<file path="src/rtl/dwr_pkg.sv">
package dwr_pkg;
    localparam int FN_W      = 5;
    localparam int LOAD_BIT  = 8;
    localparam int CLR_BIT   = 9;
    localparam int PREP_BIT  = 10;
    localparam int TEST_BIT  = 11;

    localparam logic [FN_W-1:0] FN_READ   = 5'd0;
    localparam logic [FN_W-1:0] FN_RSEQ   = 5'd2;
    localparam logic [FN_W-1:0] FN_LTEST  = 5'd8;
    localparam logic [FN_W-1:0] FN_LCLR   = 5'd10;
    localparam logic [FN_W-1:0] FN_CTRL   = 5'd16;

    typedef enum logic [1:0] {
        PH_IDLE = 2'd0,
        PH_ONE  = 2'd1,
        PH_TWO  = 2'd2
    } phase_t;

    typedef struct packed {
        logic known;
        logic rd;
        logic rd_seq;
        logic lam_tst;
        logic lam_clr;
        logic wr_ctl;
    } fdec_t;
endpackage

</file>
<file path="src/rtl/dwr_func_decode.sv">
module dwr_func_decode
    import dwr_pkg::*;
(
    input  logic [FN_W-1:0] fn,
    output fdec_t           dec
);
    always_comb begin
        dec = '0;
        unique case (fn)
            FN_READ:  begin dec.known = 1'b1; dec.rd = 1'b1; end
            FN_RSEQ:  begin dec.known = 1'b1; dec.rd = 1'b1; dec.rd_seq = 1'b1; end
            FN_LTEST: begin dec.known = 1'b1; dec.lam_tst = 1'b1; end
            FN_LCLR:  begin dec.known = 1'b1; dec.lam_tst = 1'b1; dec.lam_clr = 1'b1; end
            FN_CTRL:  begin dec.known = 1'b1; dec.wr_ctl = 1'b1; end
            default:  dec = '0;
        endcase
    end
endmodule

</file>
<file path="src/rtl/dwr_phase_fsm.sv">
module dwr_phase_fsm
    import dwr_pkg::*;
(
    input  logic   clk,
    input  logic   rst_n,
    input  logic   cyc_start,
    input  logic   req_ok,
    output phase_t ph,
    output logic   take,
    output logic   busy,
    output logic   strobe2
);
    phase_t ph_q, ph_d;

    always_ff @(posedge clk or negedge rst_n) begin
        if (!rst_n) ph_q <= PH_IDLE;
        else        ph_q <= ph_d;
    end

    always_comb begin
        ph_d = ph_q;
        unique case (ph_q)
            PH_IDLE: if (cyc_start && req_ok) ph_d = PH_ONE;
            PH_ONE:  ph_d = PH_TWO;
            PH_TWO:  ph_d = PH_IDLE;
            default: ph_d = PH_IDLE;
        endcase
    end

    always_comb begin
        ph      = ph_q;
        take    = (ph_q == PH_IDLE) && cyc_start && req_ok;
        busy    = (ph_q == PH_ONE) || (ph_q == PH_TWO);
        strobe2 = (ph_q == PH_TWO);
    end


    phase_advance_chk: assert property (@(posedge clk) disable iff (!rst_n)
        (ph_q == PH_ONE) |=> (ph_q == PH_TWO));

    phase_retire_chk: assert property (@(posedge clk) disable iff (!rst_n)
        (ph_q == PH_TWO) |=> (ph_q == PH_IDLE));
endmodule

</file>
<file path="src/rtl/dwr_readout_regs.sv">
module dwr_readout_regs
    import dwr_pkg::*;
#(
    parameter int CH_N = 32,
    parameter int DW   = 24,
    localparam int AW  = $clog2(CH_N),
    localparam int PW  = AW + 1
)(
    input  logic          clk,
    input  logic          rst_n,
    input  logic          s2,
    input  fdec_t         dec,
    input  logic          cz,
    input  logic          cc,
    input  logic [DW-1:0] w,
    input  logic          ext_load,
    output logic [PW-1:0] ptr,
    output logic          ld_done,
    output logic          lam,
    output logic          tst
);
    localparam logic [PW-1:0] PEND = PW'(CH_N);

    logic [AW-1:0] start, start_n;
    logic [PW-1:0] ptr_n;
    logic          ld_n, lam_n, len, len_n, tst_n;

    always_comb begin
        ptr_n   = ptr;
        start_n = start;
        ld_n    = ld_done;
        lam_n   = lam;
        len_n   = len;
        tst_n   = tst;
        if (s2 && cz) begin
            ptr_n   = '0;
            start_n = '0;
            ld_n    = 1'b0;
            lam_n   = 1'b0;
            len_n   = 1'b0;
            tst_n   = 1'b0;
        end else begin
            if (s2 && cc) begin
                tst_n = 1'b0;
            end else if (s2) begin
                if (dec.rd_seq && (ptr < PEND)) ptr_n = ptr + PW'(1);
                if (dec.lam_clr) lam_n = 1'b0;
                if (dec.wr_ctl) begin
                    start_n = w[AW-1:0];
                    if (w[PREP_BIT]) begin
                        ptr_n = {1'b0, w[AW-1:0]};
                        len_n = 1'b1;
                    end
                    if (w[LOAD_BIT]) begin
                        ptr_n = {1'b0, w[AW-1:0]};
                        ld_n  = 1'b1;
                        lam_n = lam_n | len_n;
                    end
                    if (w[TEST_BIT]) tst_n = 1'b1;
                end
            end
            if (ext_load) begin
                ptr_n = {1'b0, start_n};
                ld_n  = 1'b1;
                lam_n = lam_n | len_n;
            end
        end
    end

    always_ff @(posedge clk or negedge rst_n) begin
        if (!rst_n) begin
            ptr     <= '0;
            start   <= '0;
            ld_done <= 1'b0;
            lam     <= 1'b0;
            len     <= 1'b0;
            tst     <= 1'b0;
        end else begin
            ptr     <= ptr_n;
            start   <= start_n;
            ld_done <= ld_n;
            lam     <= lam_n;
            len     <= len_n;
            tst     <= tst_n;
        end
    end


    ptr_range_chk: assert property (@(posedge clk) disable iff (!rst_n)
        ptr <= PEND);

    seq_step_chk: assert property (@(posedge clk) disable iff (!rst_n)
        (s2 && !cz && !cc && dec.rd_seq && !ext_load && ptr < PEND)
            |=> (ptr == $past(ptr) + PW'(1)));

    init_clear_chk: assert property (@(posedge clk) disable iff (!rst_n)
        (s2 && cz) |=> (ptr == '0 && !ld_done && !lam && !tst));
endmodule

</file>
<file path="src/rtl/dataway_readout_ctrl.sv">
module dataway_readout_ctrl
    import dwr_pkg::*;
#(
    parameter int CH_N = 32,
    parameter int DW   = 24,
    localparam int AW  = $clog2(CH_N),
    localparam int PW  = AW + 1
)(
    input  logic            clk,
    input  logic            rst_n,
    input  logic            cyc_start,
    input  logic            stn_sel,
    input  logic [FN_W-1:0] func,
    input  logic [DW-1:0]   wdata,
    input  logic            init_z,
    input  logic            clr_c,
    input  logic            inhibit_i,
    input  logic            ext_load_i,
    input  logic [DW-1:0]   chan_data,
    output logic [AW-1:0]   rd_chan,
    output logic [DW-1:0]   rd_data,
    output logic            x,
    output logic            q,
    output logic            busy,
    output logic            load_p,
    output logic            clear_p,
    output logic            test_p,
    output logic            cnt_inhibit,
    output logic            lam_o
);
    localparam logic [PW-1:0] PEND = PW'(CH_N);

    phase_t          ph;
    logic            take, strobe2;
    logic [FN_W-1:0] fn_q;
    logic [DW-1:0]   w_q;
    logic            z_q, c_q;
    fdec_t           dec;
    logic [PW-1:0]   ptr;
    logic            ld_done, lam, tst;
    logic            bus_fn, in_range;

    dwr_phase_fsm u_fsm (
        .clk(clk), .rst_n(rst_n), .cyc_start(cyc_start),
        .req_ok(stn_sel | init_z | clr_c),
        .ph(ph), .take(take), .busy(busy), .strobe2(strobe2)
    );

    always_ff @(posedge clk or negedge rst_n) begin
        if (!rst_n) begin
            fn_q <= '0;
            w_q  <= '0;
            z_q  <= 1'b0;
            c_q  <= 1'b0;
        end else if (take) begin
            fn_q <= func;
            w_q  <= wdata;
            z_q  <= init_z;
            c_q  <= clr_c;
        end
    end

    dwr_func_decode u_dec (.fn(fn_q), .dec(dec));

    dwr_readout_regs #(.CH_N(CH_N), .DW(DW)) u_regs (
        .clk(clk), .rst_n(rst_n), .s2(strobe2), .dec(dec),
        .cz(z_q), .cc(c_q), .w(w_q), .ext_load(ext_load_i),
        .ptr(ptr), .ld_done(ld_done), .lam(lam), .tst(tst)
    );

    always_comb begin
        bus_fn   = busy && !z_q && !c_q;
        in_range = ptr < PEND;
        rd_chan  = ptr[AW-1:0];
        x        = bus_fn && dec.known;
        q        = 1'b0;
        if (bus_fn) begin
            if (dec.rd)           q = ld_done && in_range;
            else if (dec.lam_tst) q = lam;
            else if (dec.wr_ctl)  q = 1'b1;
        end
        rd_data     = (bus_fn && dec.rd) ? chan_data : '0;
        load_p      = strobe2 && !z_q && !c_q && dec.wr_ctl && w_q[LOAD_BIT];
        clear_p     = strobe2 && (z_q || c_q || (dec.wr_ctl && w_q[CLR_BIT]));
        test_p      = strobe2 && !z_q && !c_q && dec.wr_ctl && w_q[TEST_BIT];
        cnt_inhibit = inhibit_i | tst;
        lam_o       = lam;
    end


    idle_quiet_chk: assert property (@(posedge clk) disable iff (!rst_n)
        !busy |-> (!x && !q && rd_data == '0));

    pulse_phase_chk: assert property (@(posedge clk) disable iff (!rst_n)
        (load_p || clear_p || test_p) |-> (ph == PH_TWO));

    read_gate_chk: assert property (@(posedge clk) disable iff (!rst_n)
        (q && dec.rd) |-> ld_done);

    q_needs_x_chk: assert property (@(posedge clk) disable iff (!rst_n)
        q |-> x);
endmodule

</file>
<file path="config.mk">
export PLATFORM = sky130hd
export DESIGN_NAME = dataway_readout_ctrl
export DESIGN_NICKNAME = d
export VERILOG_FILES = /design/src/rtl/dwr_pkg.sv /design/src/rtl/dwr_func_decode.sv /design/src/rtl/dwr_phase_fsm.sv /design/src/rtl/dwr_readout_regs.sv /design/src/rtl/dataway_readout_ctrl.sv
export SDC_FILE = /design/constraint.sdc
export NUM_CORES = 1
export LEC_CHECK = 0
export BUFFER_PORTS_ARGS = -buffer_cell sky130_fd_sc_hd__buf_2
export CORE_ASPECT_RATIO = 0.7
export CORE_MARGIN = 3
export CORE_UTILIZATION = 46
export DETAILED_ROUTE_END_ITERATION = 10
export PLACE_DENSITY = 0.8
export SLEW_MARGIN = 20
export SYNTH_ARGS = -nofsm -noshare
export SYNTH_HDL_FRONTEND = slang
export SYNTH_SLANG_ARGS = --single-unit
</file>
<file path="constraint.sdc">
create_clock -name clk -period 2.8 [get_ports clk]
set_clock_uncertainty 0.05 [all_clocks]
set_input_delay 0.84 -clock clk [delete_from_list [all_inputs] [get_ports clk]]
set_output_delay 0.84 -clock clk [all_outputs]
set_load 0.02 [all_outputs]
</file>
# Word-level counts from Yosys, hierarchy flattened
# Index checks and enable logic that the tools add are counted.
dict set report totals {
  regBits 36
}
dict set report op_classes {
  add_sub_neg 1
  magnitude_cmp 1
  eq_ne 8
  mux 57
  bitwise 5
  n_reduce_logical 37
}
# operator n
set ops {}
lappend ops {{2-to-1 mux 6 bit} 8}
lappend ops {{2-to-1 mux 1 bit} 42}
lappend ops {{2-to-1 mux 24 bit} 1}
lappend ops {{2-to-1 mux 5 bit} 4}
lappend ops {{logical AND 1 bit} 18}
lappend ops {{nonzero test 3 bit} 6}
lappend ops {{equality test 5 x 4 -> 1 bit, second input constant} 2}
lappend ops {{adder 6 x 1 -> 6 bit, second input constant} 1}
lappend ops {{< comparator 6 bit, second input constant} 1}
lappend ops {{equality test 5 x 2 -> 1 bit, second input constant} 1}
lappend ops {{equality test 5 bit, second input constant} 1}
lappend ops {{zero test 5 bit} 1}
lappend ops {{OR 1 bit} 5}
lappend ops {{OR reduction 5 bit} 1}
lappend ops {{one-hot mux 2 bit (2 select lines)} 1}
lappend ops {{AND reduction 4 bit} 1}
lappend ops {{OR reduction 2 bit} 2}
lappend ops {{logical OR 1 bit} 3}
lappend ops {{!= test 3 x 2 -> 1 bit, second input constant} 1}
lappend ops {{AND reduction 3 bit} 1}
lappend ops {{equality test 2 x 1 -> 1 bit, second input constant} 1}
lappend ops {{equality test 2 bit, second input constant} 1}
lappend ops {{zero test 1 bit} 2}
lappend ops {{zero test 2 bit} 1}
lappend ops {{3 further kinds} 3}

# Longest topological paths before layout
dict set report depth {
  depth_word 15
  ltp_mapped 8
}

# By module
# A second synthesis with hierarchy kept.
dict set report hier_totals {
  hier_cells 220
  area_unflattened_um2 2597.5
}
# mod instances cells_each area_per_inst_um2 seq_area_each_um2
set modules_own_cells {}
lappend modules_own_cells {dataway_readout_ctrl 1 104 1428.9 775.7}
lappend modules_own_cells {dwr_readout_regs 1 96 939.7 375.4}
lappend modules_own_cells {dwr_phase_fsm 1 12 163.9 50.0}
lappend modules_own_cells {dwr_func_decode 1 8 65.1 0.0}

# Least setup slack after synthesis
# OpenSTA, ideal clock, no wires.
dict set report synth_timing {
  path_kind {reg-to-output}
  startpoint {register fn_q[1]}
  endpoint {output port test_p}
  arrival_ns 1.977
  required_ns 1.910
  setup_slack_ns -0.067
  stages_incl_launch_ff 6
  path_buffers 1
  cell_sequence {dfrtp_1 nor4_1 and2_2 clkbuf_1 nand2_1 nor3b_1}
}
dict set report synth_between {
  elab_chain_cells 4
}
# item line_no
set synth_lines {}
lappend synth_lines {{from (decl)} dataway_readout_ctrl.sv:35} ;# logic [FN_W-1:0] fn_q;
lappend synth_lines {{from (signal assigned)} dataway_readout_ctrl.sv:56} ;# fn_q <= func;
lappend synth_lines {{equality test 5 bit} dwr_func_decode.sv:9} ;# unique case (fn)
lappend synth_lines {{2-to-1 mux 1 bit} dwr_func_decode.sv:9}
lappend synth_lines {{logical AND 1 bit (2 in series)} dataway_readout_ctrl.sv:85} ;# test_p = strobe2 && !z_q && !c_q && dec.wr_ctl && w_q[TEST_BIT];
lappend synth_lines {{to (decl)} dataway_readout_ctrl.sv:27} ;# output logic test_p,
# No other way between the ends.

# Worst setup path in the final report
dict set report layout_timing {
  startpoint {register fn_q[0]}
  endpoint {output port rd_data[14]}
}
dict set report layout_between {
  elab_chain_cells 5
}
# item line_no
set layout_lines {}
lappend layout_lines {{equality test 5 x 2 -> 1 bit / zero test 5 bit (equally long branches)} dwr_func_decode.sv:9}
lappend layout_lines {{OR reduction 2 bit (no line) (*)} n/a}
lappend layout_lines {{2-to-1 mux 1 bit (*)} dwr_func_decode.sv:9}
lappend layout_lines {{logical AND 1 bit (*)} dataway_readout_ctrl.sv:82} ;# rd_data = (bus_fn && dec.rd) ? chan_data : '0;
lappend layout_lines {{2-to-1 mux 24 bit (*)} dataway_readout_ctrl.sv:82}
lappend layout_lines {{to (decl)} dataway_readout_ctrl.sv:21} ;# output logic [DW-1:0] rd_data,
# Mark *: on every way between the ends. The rest lies on a longest branch, timed or not.

==> run metrics <==
outcome=finished clean; RePlAce Congestion=0.867; Comb power frac=0.392; VDD IR-drop max=~0.62 mV; Root Driver=clkbuf_8; fraction of layout cells with a size suffix above 1=0.487; Routed wire per std cell=about 16 um; Area after DPL=2480 um2; sw frac=0.389; max-cap violation count=0; largest net degree at the start of global routing=34; H-Tree Depth=2; Cells after DPL=between 300 and 400; IO buf count=approximately 80; Max Fanout on Critical Path=6; Clock power frac=0.211; top cell type's share of synthesized area=0.412; slew margin rel.=0.522; clk buf depth=2; clock-pin slew on the worst setup and hold paths=approximately 0.070 ns; Final Util=0.706; num rows=19; dpl hpwl=between 4000 and 5000 um; Max Fclk=about 360 MHz; worst endpoint required time=between 1.5 and 2 ns; DIE HEIGHT=around 61 um; final antenna-violating net count=0; fin nets=about 370; RSZ-0062 raised after global routing=yes; Via Count=~2,000; cell at the slowest stage of the critical path=dfrtp_2; Hold Path Class=reg -> reg; Power Density=between 700 and 800 nW/um2; IO Pins=98; warnings from Yosys=0; CP max stage delay=about 0.46 ns; cell internal pwr=approximately 1.3 mW; final number of hold-violating endpoints=0; WL final=~5600 um; critical path class=reg -> out; top post-synthesis cells by area=dfrtp_1, mux2_2, and2_1, ha_1, a21oi_1; crit start category=flop; number of global-route vias before repair=1,725; final instance area=around 2900 um2; cells along the critical path=or3_4 > nor3_4 > buf_6 > and2_1 > buf_6; CP top delay family=simple AND/OR/NAND/NOR gates; Pins Over Slew Limit=0; CTS buffer count=5; area leader, netlist=dfrtp_1; drt drc=0; clk sinks=33; final setup vio count=0; area growth from synthesis to layout=42.4%; Final WS setup=approximately 0.0070 ns; first-pass GRT wire length=~8300 um; #FFs+latches synth=33; Primary FF master, synth=dfrtp_1; Post-Place Worst Slack=~0.29 ns; min Tclk post-route=roughly 2.8 ns; Layout Cells excl Fill=354; Crit. End Element=output pin; iteration count of the initial detailed-routing pass=4; Slew @ Worst Pin=0.716 ns; overall power=approximately 2.2 mW; WP data arrival=1.90 ns; TritonCTS clock tree=built; EDFF count, synth=0; P_sw=around 0.86 mW; Total GRT Usage=0.210; WHS=approximately 0.47 ns; Syn Inst Count=~210; Initial DRC Count=between 150 and 200; initial antenna violation count=0; Synth Area per Inst=between 9 and 10 um2; vias per cell=between 5 and 6; GRT Residual Overflow=0; synthesized net count=~280; Clock Latency Late Sink=0.30 ns; Core Region=roughly 4000 um2; ys async rst share=1.00; Yosys cell types=47; buffer and inverter count on the worst path=2; Sequential Power Share=0.397; Mapped Area=roughly 2000 um2; CP dominant cell by count=buf_6; DIE WIDTH=84.9 um; die area=slightly above 5000 um2; sequential share of the synthesized area=0.412; Final Cycle Share=0.998; LEAKAGE=approximately 1.4 nW; Fin Setup TNS=0 ns; initial core utilization=0.496; CTS hold repair buffers=0; number of diodes=0
-- registers in the layout, summed over array words and instances, names as in the netlist --
name	cells
w_q	9
u_regs.ptr	6
fn_q	5
u_regs.start	5
u_fsm.ph	2
c_q	1
u_regs.lam	1
u_regs.ld_done	1
u_regs.len	1
u_regs.tst	1
z_q	1
-- area by class of cell --
| cell class | instances | area (um2) |
|---|---|---|
| clock buffers | 5 | 68.8 |
| clock inverters | 3 | 46.3 |
| fillers | 314 | 1190 |
| inverters | 7 | 26.3 |
| multi-input cells | 158 | 1170 |
| flip-flops and latches | 33 | 828 |
| well taps | 52 | 65.1 |
| repair buffers | 96 | 649 |
-- power by group through the flow --
stage	Combinational [mW]	Sequential (mW)	Clock (mW)
3_5_place_dp	0.750	0.849	0
3_3_place_gp	0.734	0.839	0
6_report	0.865	0.875	0.466
2_1_floorplan	0.547	0.789	0
5_1_grt	0.954	0.899	0.496
4_1_cts	0.761	0.844	0.472
-- per-layer routing --
| metal | vias up | track usage | wire (um) |
|---|---|---|---|
| li1 | 934 | - | - |
| met1 | 905 | 0.288 | 2470 |
| met2 | 113 | 0.321 | 2470 |
| met3 | 7 | 0.0615 | 647 |
| met4 | 0 | 0.0767 | 53 |
| met5 | - | 0 | 0 |
-- worst register-to-register path: stages (launching register included) --
cell and delay (ns):
dfrtp_2 0.46, or3_4 0.40, buf_4 0.16, or4_4 0.51, mux2_4 0.31, or4_1 0.41, o311a_1 0.15
-- kinds of logic after synthesis --
family | share of synthesized area
compound gates | 0.149
xor+xnor | 0.00437
fa+ha+maj | 0.0375
buf+inv | 0.0469
flops | 0.412
mux | 0.118
simple gates | 0.232
-- placed cells by master, fill, tap and decap left out, types with 4 or more instances in the layout --
master / instances
buf_2: 57
clkbuf_8: 5
nand4_1: 4
buf_4: 20
dfrtp_1: 31
and2_4: 10
nor3_1: 5
nor2_1: 12
mux2_2: 17
inv_1: 6
a21oi_1: 14
nand2_1: 15
nand3_1: 5
o21ai_0: 7
ha_1: 4
buf_6: 19
and2_1: 17
-- path summary, 6_finish.rpt --
check	endpoint	from	depth (start not counted)	slack [ns]
hold / removal	u_regs.ld_done	u_regs.ld_done	1	0.47
hold reg to reg	u_regs.ld_done	u_regs.ld_done	1	0.47
max in group asynchronous	fn_q[0]	rst_n	1	1.65
setup / recovery	rd_data[14]	fn_q[0]	5	0.007
min in group asynchronous	u_regs.ptr[0]	rst_n	1	0.53
setup reg to reg	u_regs.ptr[4]	fn_q[0]	6	0.24
-- what timing repair did --
| action | 4_1_cts | 5_1_grt |
|---|---|---|
| endpoints found under the setup margin | 5 | 27 |
| resized for setup | 5 | 68 |
| cloned | 0 | 3 |
| setup buffers | 0 | 4 |
| pin swaps | 0 | 4 |
-- Yosys cell counts (2+ instances only) --
master	n
ha_1	6
nor3b_1	2
mux2_2	17
nor4_1	2
clkbuf_1	7
nor2_1	12
a21oi_1	14
buf_4	5
a22oi_1	3
nand2b_1	2
o21ai_0	7
nand4_1	4
and2_1	26
nor3_1	7
nand2_1	16
nand3_1	5
a21o_1	3
a211oi_1	2
mux2i_1	3
a31oi_1	3
inv_1	7
dfrtp_1	33
(Power assumes the default switching activity.)
